## src/rtl/hsc_cmp_pkg.sv

```systemverilog
package hsc_cmp_pkg;
  localparam int CNT_W = 32;
  localparam int N_ENT = 6;

  typedef enum logic [1:0] {
    M_OFF  = 2'd0,
    M_SET  = 2'd1,
    M_RST  = 2'd2,
    M_ZONE = 2'd3
  } slot_mode_t;

  typedef struct packed {
    slot_mode_t        mode;
    logic              irq_en;
    logic [CNT_W-1:0]  lo;
    logic [CNT_W-1:0]  hi;
  } slot_cfg_t;
endpackage

```

## src/rtl/hsc_counter.sv

```systemverilog
module hsc_counter #(
  parameter int W = 32
) (
  input  logic         clk,
  input  logic         rst_n,
  input  logic         up,
  input  logic         dn,
  input  logic         ld_en,
  input  logic [W-1:0] ld_val,
  output logic [W-1:0] cnt_q,
  output logic [W-1:0] cnt_nx,
  output logic         step_ev
);
  always_comb begin
    if (ld_en)          cnt_nx = ld_val;
    else if (up && !dn) cnt_nx = cnt_q + 1'b1;
    else if (dn && !up) cnt_nx = cnt_q - 1'b1;
    else                cnt_nx = cnt_q;
  end

  assign step_ev = !ld_en && (up ^ dn);

  always_ff @(posedge clk or negedge rst_n) begin
    if (!rst_n) cnt_q <= '0;
    else        cnt_q <= cnt_nx;
  end

  a_r2_count_up: assert property (@(posedge clk) disable iff (!rst_n)
    (up && !dn && !ld_en) |=> (cnt_q == $past(cnt_q) + 1'b1));
  a_r2_cancel: assert property (@(posedge clk) disable iff (!rst_n)
    (up && dn && !ld_en) |=> $stable(cnt_q));
  a_r3_load: assert property (@(posedge clk) disable iff (!rst_n)
    ld_en |=> (cnt_q == $past(ld_val)));
endmodule

```

## src/rtl/hsc_entry_table.sv

```systemverilog
module hsc_entry_table
  import hsc_cmp_pkg::*;
#(
  parameter int N = 6,
  parameter int W = 32,
  localparam int IW = (N > 1) ? $clog2(N) : 1
) (
  input  logic          clk,
  input  logic          rst_n,
  input  logic          clr,
  input  logic          we,
  input  logic [IW-1:0] idx,
  input  logic [1:0]    mode,
  input  logic          irq_en,
  input  logic [W-1:0]  lo,
  input  logic [W-1:0]  hi,
  output slot_cfg_t     cfg [N],
  output logic          err
);
  logic idx_ok;
  logic bad_zone;

  assign idx_ok   = int'(idx) < N;
  assign bad_zone = (slot_mode_t'(mode) == M_ZONE) && (lo > hi);

  always_ff @(posedge clk or negedge rst_n) begin
    if (!rst_n) begin
      for (int i = 0; i < N; i++) cfg[i] <= '{mode: M_OFF, irq_en: 1'b0, lo: '0, hi: '0};
      err <= 1'b0;
    end else begin
      if (we && idx_ok && !bad_zone)
        cfg[idx] <= '{mode: slot_mode_t'(mode), irq_en: irq_en, lo: lo, hi: hi};
      if (clr)
        err <= 1'b0;
      else if (we && idx_ok && bad_zone)
        err <= 1'b1;
    end
  end

  a_r8_reject_flag: assert property (@(posedge clk) disable iff (!rst_n)
    (we && idx_ok && bad_zone && !clr) |=> err);
endmodule

```

## src/rtl/hsc_cmp_slot.sv

```systemverilog
module hsc_cmp_slot
  import hsc_cmp_pkg::*;
#(
  parameter int W = 32
) (
  input  logic         clk,
  input  logic         rst_n,
  input  logic         clr,
  input  logic         step_ev,
  input  logic [W-1:0] cnt_nx,
  input  logic [W-1:0] cnt_q,
  input  slot_cfg_t    cfg,
  output logic         hit,
  output logic         irq,
  output logic         z_lo,
  output logic         z_in,
  output logic         z_hi
);
  logic match_ev;
  logic is_sr;
  logic is_zone;

  assign is_sr    = (cfg.mode == M_SET) || (cfg.mode == M_RST);
  assign is_zone  = cfg.mode == M_ZONE;
  assign match_ev = step_ev && is_sr && (cnt_nx == cfg.lo);

  always_ff @(posedge clk or negedge rst_n) begin
    if (!rst_n) begin
      hit <= 1'b0;
      irq <= 1'b0;
    end else begin
      irq <= match_ev && cfg.irq_en;
      if (clr)
        hit <= 1'b0;
      else if (match_ev && !cfg.irq_en)
        hit <= (cfg.mode == M_SET);
    end
  end

  always_comb begin
    z_lo = is_zone && (cnt_q < cfg.lo);
    z_hi = is_zone && (cnt_q > cfg.hi);
    z_in = is_zone && !(cnt_q < cfg.lo) && !(cnt_q > cfg.hi);
  end

  a_r7_zone_onehot: assert property (@(posedge clk) disable iff (!rst_n)
    is_zone |-> ($countones({z_lo, z_in, z_hi}) == 1));
  a_r10_clr_wins: assert property (@(posedge clk) disable iff (!rst_n)
    clr |=> !hit);
  a_r9_irq_pulse: assert property (@(posedge clk) disable iff (!rst_n)
    irq |=> !irq || $past(step_ev));
endmodule

```

## src/rtl/hsc_cmp_unit.sv

```systemverilog
module hsc_cmp_unit
  import hsc_cmp_pkg::*;
#(
  parameter int W = CNT_W,
  parameter int N = N_ENT,
  localparam int IW = (N > 1) ? $clog2(N) : 1
) (
  input  logic          clk,
  input  logic          rst_n,
  input  logic          cnt_up,
  input  logic          cnt_dn,
  input  logic          ld_en,
  input  logic [W-1:0]  ld_val,
  input  logic          clr,
  input  logic          cfg_we,
  input  logic [IW-1:0] cfg_idx,
  input  logic [1:0]    cfg_mode,
  input  logic          cfg_irq,
  input  logic [W-1:0]  cfg_lo,
  input  logic [W-1:0]  cfg_hi,
  output logic [W-1:0]  count,
  output logic [N-1:0]  hit,
  output logic [N-1:0]  irq,
  output logic [N-1:0]  zone_lo,
  output logic [N-1:0]  zone_in,
  output logic [N-1:0]  zone_hi,
  output logic          wr_err
);
  logic [W-1:0] cnt_nx;
  logic         step_ev;
  slot_cfg_t    cfg [N];

  hsc_counter #(.W(W)) u_cnt (
    .clk(clk), .rst_n(rst_n), .up(cnt_up), .dn(cnt_dn),
    .ld_en(ld_en), .ld_val(ld_val),
    .cnt_q(count), .cnt_nx(cnt_nx), .step_ev(step_ev)
  );

  hsc_entry_table #(.N(N), .W(W)) u_tab (
    .clk(clk), .rst_n(rst_n), .clr(clr), .we(cfg_we), .idx(cfg_idx),
    .mode(cfg_mode), .irq_en(cfg_irq), .lo(cfg_lo), .hi(cfg_hi),
    .cfg(cfg), .err(wr_err)
  );

  for (genvar g = 0; g < N; g++) begin : g_slot
    hsc_cmp_slot #(.W(W)) u_slot (
      .clk(clk), .rst_n(rst_n), .clr(clr), .step_ev(step_ev),
      .cnt_nx(cnt_nx), .cnt_q(count), .cfg(cfg[g]),
      .hit(hit[g]), .irq(irq[g]),
      .z_lo(zone_lo[g]), .z_in(zone_in[g]), .z_hi(zone_hi[g])
    );
  end

  a_r6_load_quiet: assert property (@(posedge clk) disable iff (!rst_n)
    (ld_en && !clr) |=> ($stable(hit) && (irq == '0)));
endmodule

```

## config.mk

```make
export PLATFORM = sky130hd
export DESIGN_NAME = hsc_cmp_unit
export DESIGN_NICKNAME = d
export VERILOG_FILES = /design/src/rtl/hsc_cmp_pkg.sv /design/src/rtl/hsc_counter.sv /design/src/rtl/hsc_entry_table.sv /design/src/rtl/hsc_cmp_slot.sv /design/src/rtl/hsc_cmp_unit.sv
export SDC_FILE = /design/constraint.sdc
export NUM_CORES = 1
export LEC_CHECK = 0
export CAP_MARGIN = 20
export CORE_ASPECT_RATIO = 1.2
export CORE_UTILIZATION = 55
export CTS_BUF_LIST = sky130_fd_sc_hd__clkbuf_16
export DETAILED_ROUTE_END_ITERATION = 8
export PLACE_DENSITY = 0.81
export SYNTH_ARGS = -nofsm -noshare
export SYNTH_HDL_FRONTEND = slang
export SYNTH_SLANG_ARGS = --single-unit
```

## constraint.sdc

```tcl
create_clock -name clk -period 7.4 [get_ports clk]
set_input_delay 2.22 -clock clk [delete_from_list [all_inputs] [get_ports clk]]
set_output_delay 2.22 -clock clk [all_outputs]
set_load 0.005 [all_outputs]
```

After elaboration in Yosys (flattened, before gate mapping)
Index checks and enable logic that the tools add are counted.
{ "word_totals": {"ff_bits": 447, "inputBits": 109, "output_inout_bits": 63, "word_cells": 194} }
{ "classes": {"n_addsub": 2, "n_lt_le_gt_ge": 16, "eq_ne": 25, "n_mux": 20, "n_bitwise": 2, "reduce_logical": 91} }
{ "op_table": {"columns": ["op", "count"], "rows": [
  ["$bwmux W402", 1],
  ["$gt A32 B32 Y1", 7],
  ["$demux W67 S3", 1],
  ["$eq A32 B32 Y1", 6],
  ["$lt A32 B32 Y1", 6],
  ["$mux W32", 3],
  ["$mux W67", 1],
  ["$logic_and A1 B1 Y1", 56],
  ["$add A32 B1 Y32 const B", 1],
  ["$sub A32 B1 Y32 const B", 1],
  ["$eq A2 B2 Y1 const B", 13],
  ["$logic_not A1 Y1", 22],
  ["$mux W1", 14],
  ["$reduce_bool A2 Y1", 7],
  ["$eq A2 B1 Y1 const B", 6],
  ["$logic_or A1 B1 Y1", 6],
  ["$ge A4 B4 Y1 const B", 1],
  ["$lt A4 B1 Y1 const B", 1],
  ["$not A3 Y4", 1],
  ["$lt A3 B3 Y1 const B", 1],
  ["$xor A1 B1 Y1", 1]
]} }

Logic depth before layout (Yosys ltp)
{ "logic_depth": {"ltp_word": 10, "mapped_depth": 16, "mapped_depth_nobuf": 14} }

Cells and area by module
A second synthesis with hierarchy kept.
{ "unflattened": {"cells_unflattened": 2942, "area_unflattened_um2": 30728.2} }
{ "modules_own_cells": {"columns": ["mod", "instances", "cells_per_inst", "area_per_inst_um2", "seq_area_each_um2"], "rows": [
  ["hsc_entry_table", 1, 982, 15766.4, 10084.7],
  ["hsc_cmp_slot", 6, 276, 2090.8, 50.0],
  ["hsc_counter", 1, 304, 2417.3, 800.8]
]} }

Worst setup path after synthesis
Ideal clock, no wire load.
{ "synth_timing": {"kind": "input -> register", "startpoint": "input cnt_up", "endpoint": "register g_slot[0].u_slot.hit", "setup_ns": 0.123, "t_arrival_ns": 5.895, "required_ns": 7.277, "setup_slack_ns": 1.383, "path_stages": 13, "n_path_buf": 1, "cell_sequence": "inv_1 ha_1 or4b_2 or4_1 buf_2 a22o_1 or4_4 a31oi_4 xnor2_1 o2111ai_1 or4_1 or4_1 mux2i_1"} }
{ "synth_between": {"elab_chain_cells": 9, "elab_cells_between_ends": 13, "classes_between": "eq/ne: 1; mux: 3; bitwise: 1; reduce/logical: 8"} }
{ "synth_rtl": {"columns": ["element", "line_no", "text"], "rows": [
  ["start: declaration", "hsc_cmp_unit.sv:10", "input logic cnt_up,"],
  ["$logic_not A1 Y1", "hsc_counter.sv:17", "else if (dn && !up) cnt_nx = cnt_q - 1'b1;"],
  ["$logic_and A1 B1 Y1", "hsc_counter.sv:17", null],
  ["$mux W32", "hsc_counter.sv:17", null],
  ["$mux W32 *", "hsc_counter.sv:16", "else if (up && !dn) cnt_nx = cnt_q + 1'b1;"],
  ["$mux W32 *", "hsc_counter.sv:15", "if (ld_en) cnt_nx = ld_val;"],
  ["net cnt_nx[29]", "hsc_cmp_unit.sv:29", "logic [W-1:0] cnt_nx;"],
  ["$eq A32 B32 Y1 *", "hsc_cmp_slot.sv:25", "assign match_ev = step_ev && is_sr && (cnt_nx == cfg.lo);"],
  ["$logic_and A1 B1 Y1 *", "hsc_cmp_slot.sv:25", null],
  ["$logic_and A1 B1 Y1 *", "hsc_cmp_slot.sv:35", "else if (match_ev && !cfg.irq_en)"],
  ["$reduce_bool A2 Y1 (no line) *", null, null],
  ["end signal: assignment", "hsc_cmp_slot.sv:36", "hit <= (cfg.mode == M_SET);"],
  ["end: declaration", "hsc_cmp_slot.sv:13", "output logic hit,"]
]} }
Mark *: on every way through the listed nets, which the timed path passes. The rest lies on a longest branch.
A chain may end at the register's enable or synchronous reset.

Final worst setup path
{ "layout_timing": {"startpoint": "register u_tab.cfg[368] (netlist name)", "endpoint": "output zone_lo[0]"} }
{ "layout_between": {"elab_chain_cells": 2} }
{ "layout_rtl": {"columns": ["element", "line_no", "text"], "rows": [
  ["$lt A32 B32 Y1", "hsc_cmp_slot.sv:41", "z_lo = is_zone && (cnt_q < cfg.lo);"],
  ["$logic_and A1 B1 Y1", "hsc_cmp_slot.sv:41", null],
  ["end: declaration", "hsc_cmp_unit.sv:24", "output logic [N-1:0] zone_lo,"]
]} }
No other way between the ends.

==> out/metrics.yaml <==
final_layout:
  mostFrequentLayoutCells: "462 x inv_1, 447 x dfrtp_1, 426 x ha_1"
  antenna_cells: 0
  regArea_sq_um: 11190
  nNetsFinal: 4123
  syn2layout_area_growth_pct: 14.04
  drive_above_1_share: 0.1226
  layout.cells.most_common: "inv_1"
  utilization: 0.6348
  multi_input_area_sq_um: 19640
  nFillCells: 4891
flow_run:
  max_cap_violations: 0
synth:
  synth_top_area_share: 0.3372
  synthAdderAreaFrac: 0.1607
  synthArstFlopShare: 1.000
  ys_ff_latch: 447
  synth_cell_types: 84
  synth_top_family_by_area: "adder cells"
  ys.flop_type: "dfrtp_1"
  syn-instance-count: 3385
  syn_nets: 3920
  synth_edf_count: 0
  synth_xor_xnor_area_share: 0.04881
  synth_largest_area_cell: "dfrtp_1"
  avgSynthCellArea_sq_um: 9.799
  syn_area_sq_um: 33170
  ys_seq_area_frac: 0.3372
  synth-compound-area-share: 0.1330
  synthTopCellsByArea: "dfrtp_1 34%, ha_1 16%, mux2_2 7.5%, mux2i_1 6.0%, inv_1 5.1%"
  ys.warnings.count: 0
  yosys-mux-area-fraction: 0.1354
  synthSimpleGateAreaFrac: 0.1128
sta:
  hold_violations: 0
  fin_tns_setup_ns: 0
  setup_viol: 0
  worst_pin_slew_ns: 1.231
  min_period_ns: 7.323
  rsz0062_at_grt: "no"
  clock.fmax_mhz: 136.6
  slew_headroom: 0.1723
  worst_clock_skew_ns: 0.03183
  finalCritPeriodShare: 0.9896
  slew_viol_final: 0
global_routing:
  antenna_found_initial: 6
  grt_pass1_vias: 28721
  grt_pass1_wl_um: 197600
  grt_max_degree: 164
  grt.total_usage: 0.4525
  grt.overflow.total: 0
clock_network:
  cts_max_level: 2
  clk_path_buf_depth: 3
  cts_hold_buffers: 0
  path_clk_slew_ns: 0.06
  worst_skew_pair.late_latency_ns: 0.63
  clock_sinks: 447
  post_cts_resized: 0
  cts_tree: "yes"
  clock-root-buffer: "clkbuf_16"
  cts_post_setup_buffers_inserted: 0
  cts_made_buffers: 48
floorplan:
  design.core.area_sq_um: 59590
  start_util: 0.5566
  dieArea_sq_um: 61300
  ios: 172
  dieWidth_um: 226.2
  die_h_um: 271.0
  rows: 98
drt:
  routedWlPerCell_um: 31.30
  drt_drc_violations_left: 0
  vias: 29226
  dr.pass1.iters: 6
  routed_wl_um: 138400
  ant_nets: 0
  drt-initial-drc-count: 3482
  viasPerCell: 6.609
placed_design:
  dp_hpwl_um: 106800
  port_buffers: 171
  place.gp.congestion: 1.088
power_and_ir_drop:
  total_power_mw: 10.05
  p_per_area_nw_per_um2: 265.7
  vdd_drop_max_mv: 0.2106
  p_leak_nw: 19.48
setup_path:
  start_kind: "flip-flop"
  required_ns: 5.18
  crit_type: "reg -> out"
  critPathCaptureType: "output pin"
  critPathArrivalTime_ns: 5.10
  timing.critical_path.fanout_max: 4
outcome:
  outcome: "finished clean"
hold_path:
  hold_path_class: "reg -> reg"
==> worst paths after layout <==
check / startpoint / cells after the start / slack [ns] / end
max in group asynchronous: rst_n / 2 / 4.66 / u_tab.cfg[36]
worst max-delay path: u_tab.cfg[368] / 12 / 0.08 / zone_lo[0]
min in group asynchronous: rst_n / 1 / 1.47 / u_tab.cfg[162]
worst max register to register: u_cnt.cnt_q[6] / 14 / 2.03 / g_slot[4].u_slot.hit
worst min register to register: u_tab.cfg[239] / 1 / 0.50 / u_tab.cfg[239]
worst min-delay path: u_tab.cfg[239] / 1 / 0.50 / u_tab.cfg[239]
==> cell families after synthesis <==
| logic type | after synthesis |
|---|---|
| and+or+nand+nor | 677 |
| AOI/OAI and AO/OA | 629 |
| buffers and inverters | 601 |
| DFF | 447 |
| adders and majority gates | 426 |
| muxes | 421 |
| xor gates and xnor gates | 184 |
==> cell usage after synthesis (all sizes together) (15+ instances only) <==
cell	instances
inv	451
dfrtp	447
ha	426
mux2	221
mux2i	200
a21o	167
xnor2	148
a21oi	118
nand4	107
nor2	104
nand2	99
buf	86
o21ai	86
clkbuf	63
nor3	58
nand3	53
nor4	51
nand2b	42
nor2b	37
xor2	36
a31oi	23
o21a	22
or4	22
a221oi	21
and2	21
and3	19
a2111oi	17
and4	16
o31ai	16
or3	15
==> critical path, cell delays in order (launching register included) <==
cell and delay (ns):
dfrtp_1 0.46, inv_1 0.12, ha_1 0.29, a21o_1 0.15, a21o_1 0.16, a21o_1 0.21, a21o_1 0.25, a2111oi_0 0.48
o21a_1 0.49, o21ai_0 0.40, a221oi_1 0.76, and2_1 0.22, clkdlybuf4s50_1 0.49
==> layer usage <==
| metal | global-route usage | part of all wire | vias up |
|---|---|---|---|
| met5 | 0 | 0 | - |
| met4 | 0.3743 | 0.10 | 0 |
| met3 | 0.08113 | 0.091 | 562 |
| met2 | 0.6919 | 0.44 | 1751 |
| met1 | 0.5546 | 0.37 | 14381 |
| li1 | - | - | 12532 |
==> metrics by stage <==
| stage | worst slack [ns] | area [sq um] | cells | hold WS (ns) |
|---|---|---|---|---|
| after floorplan | 1.383 | 33170 | 3385 | 0.4794 |
| after global placement | 0.2457 | 36290 | 4338 | 0.4866 |
| after detailed placement | 0.2460 | 36290 | 4338 | 0.4928 |
| after CTS | 0.2351 | 37830 | 4422 | 0.5061 |
| after global routing | 0.1491 | 37830 | 4422 | 0.5124 |
| final | 0.07684 | 37830 | 4422 | 0.5035 |
==> state kept, by name (all words and copies together) (netlist names) <==
name / count
g_slot.u_slot.irq: 6
u_cnt.cnt_q: 32
g_slot.u_slot.hit: 6
u_tab.cfg: 402
u_tab.err: 1
==> report_power, final <==
group          switching [mW]  internal [mW]
Sequential              0.501           2.99
Clock                    1.07           1.37
Combinational            2.45           1.67
Total                    4.02           6.03
==> layout make-up <==
class | instances | area share
Clock inverter | 35 | 0.008170
Clock buffer | 49 | 0.03242
Inverter | 452 | 0.04485
Timing Repair Buffer | 302 | 0.07330
Sequential cell | 447 | 0.2957
Tap cell | 800 | 0.02646
Multi-Input combinational cell | 2337 | 0.5191
No activity file was read; power rests on OpenSTA's default activity.
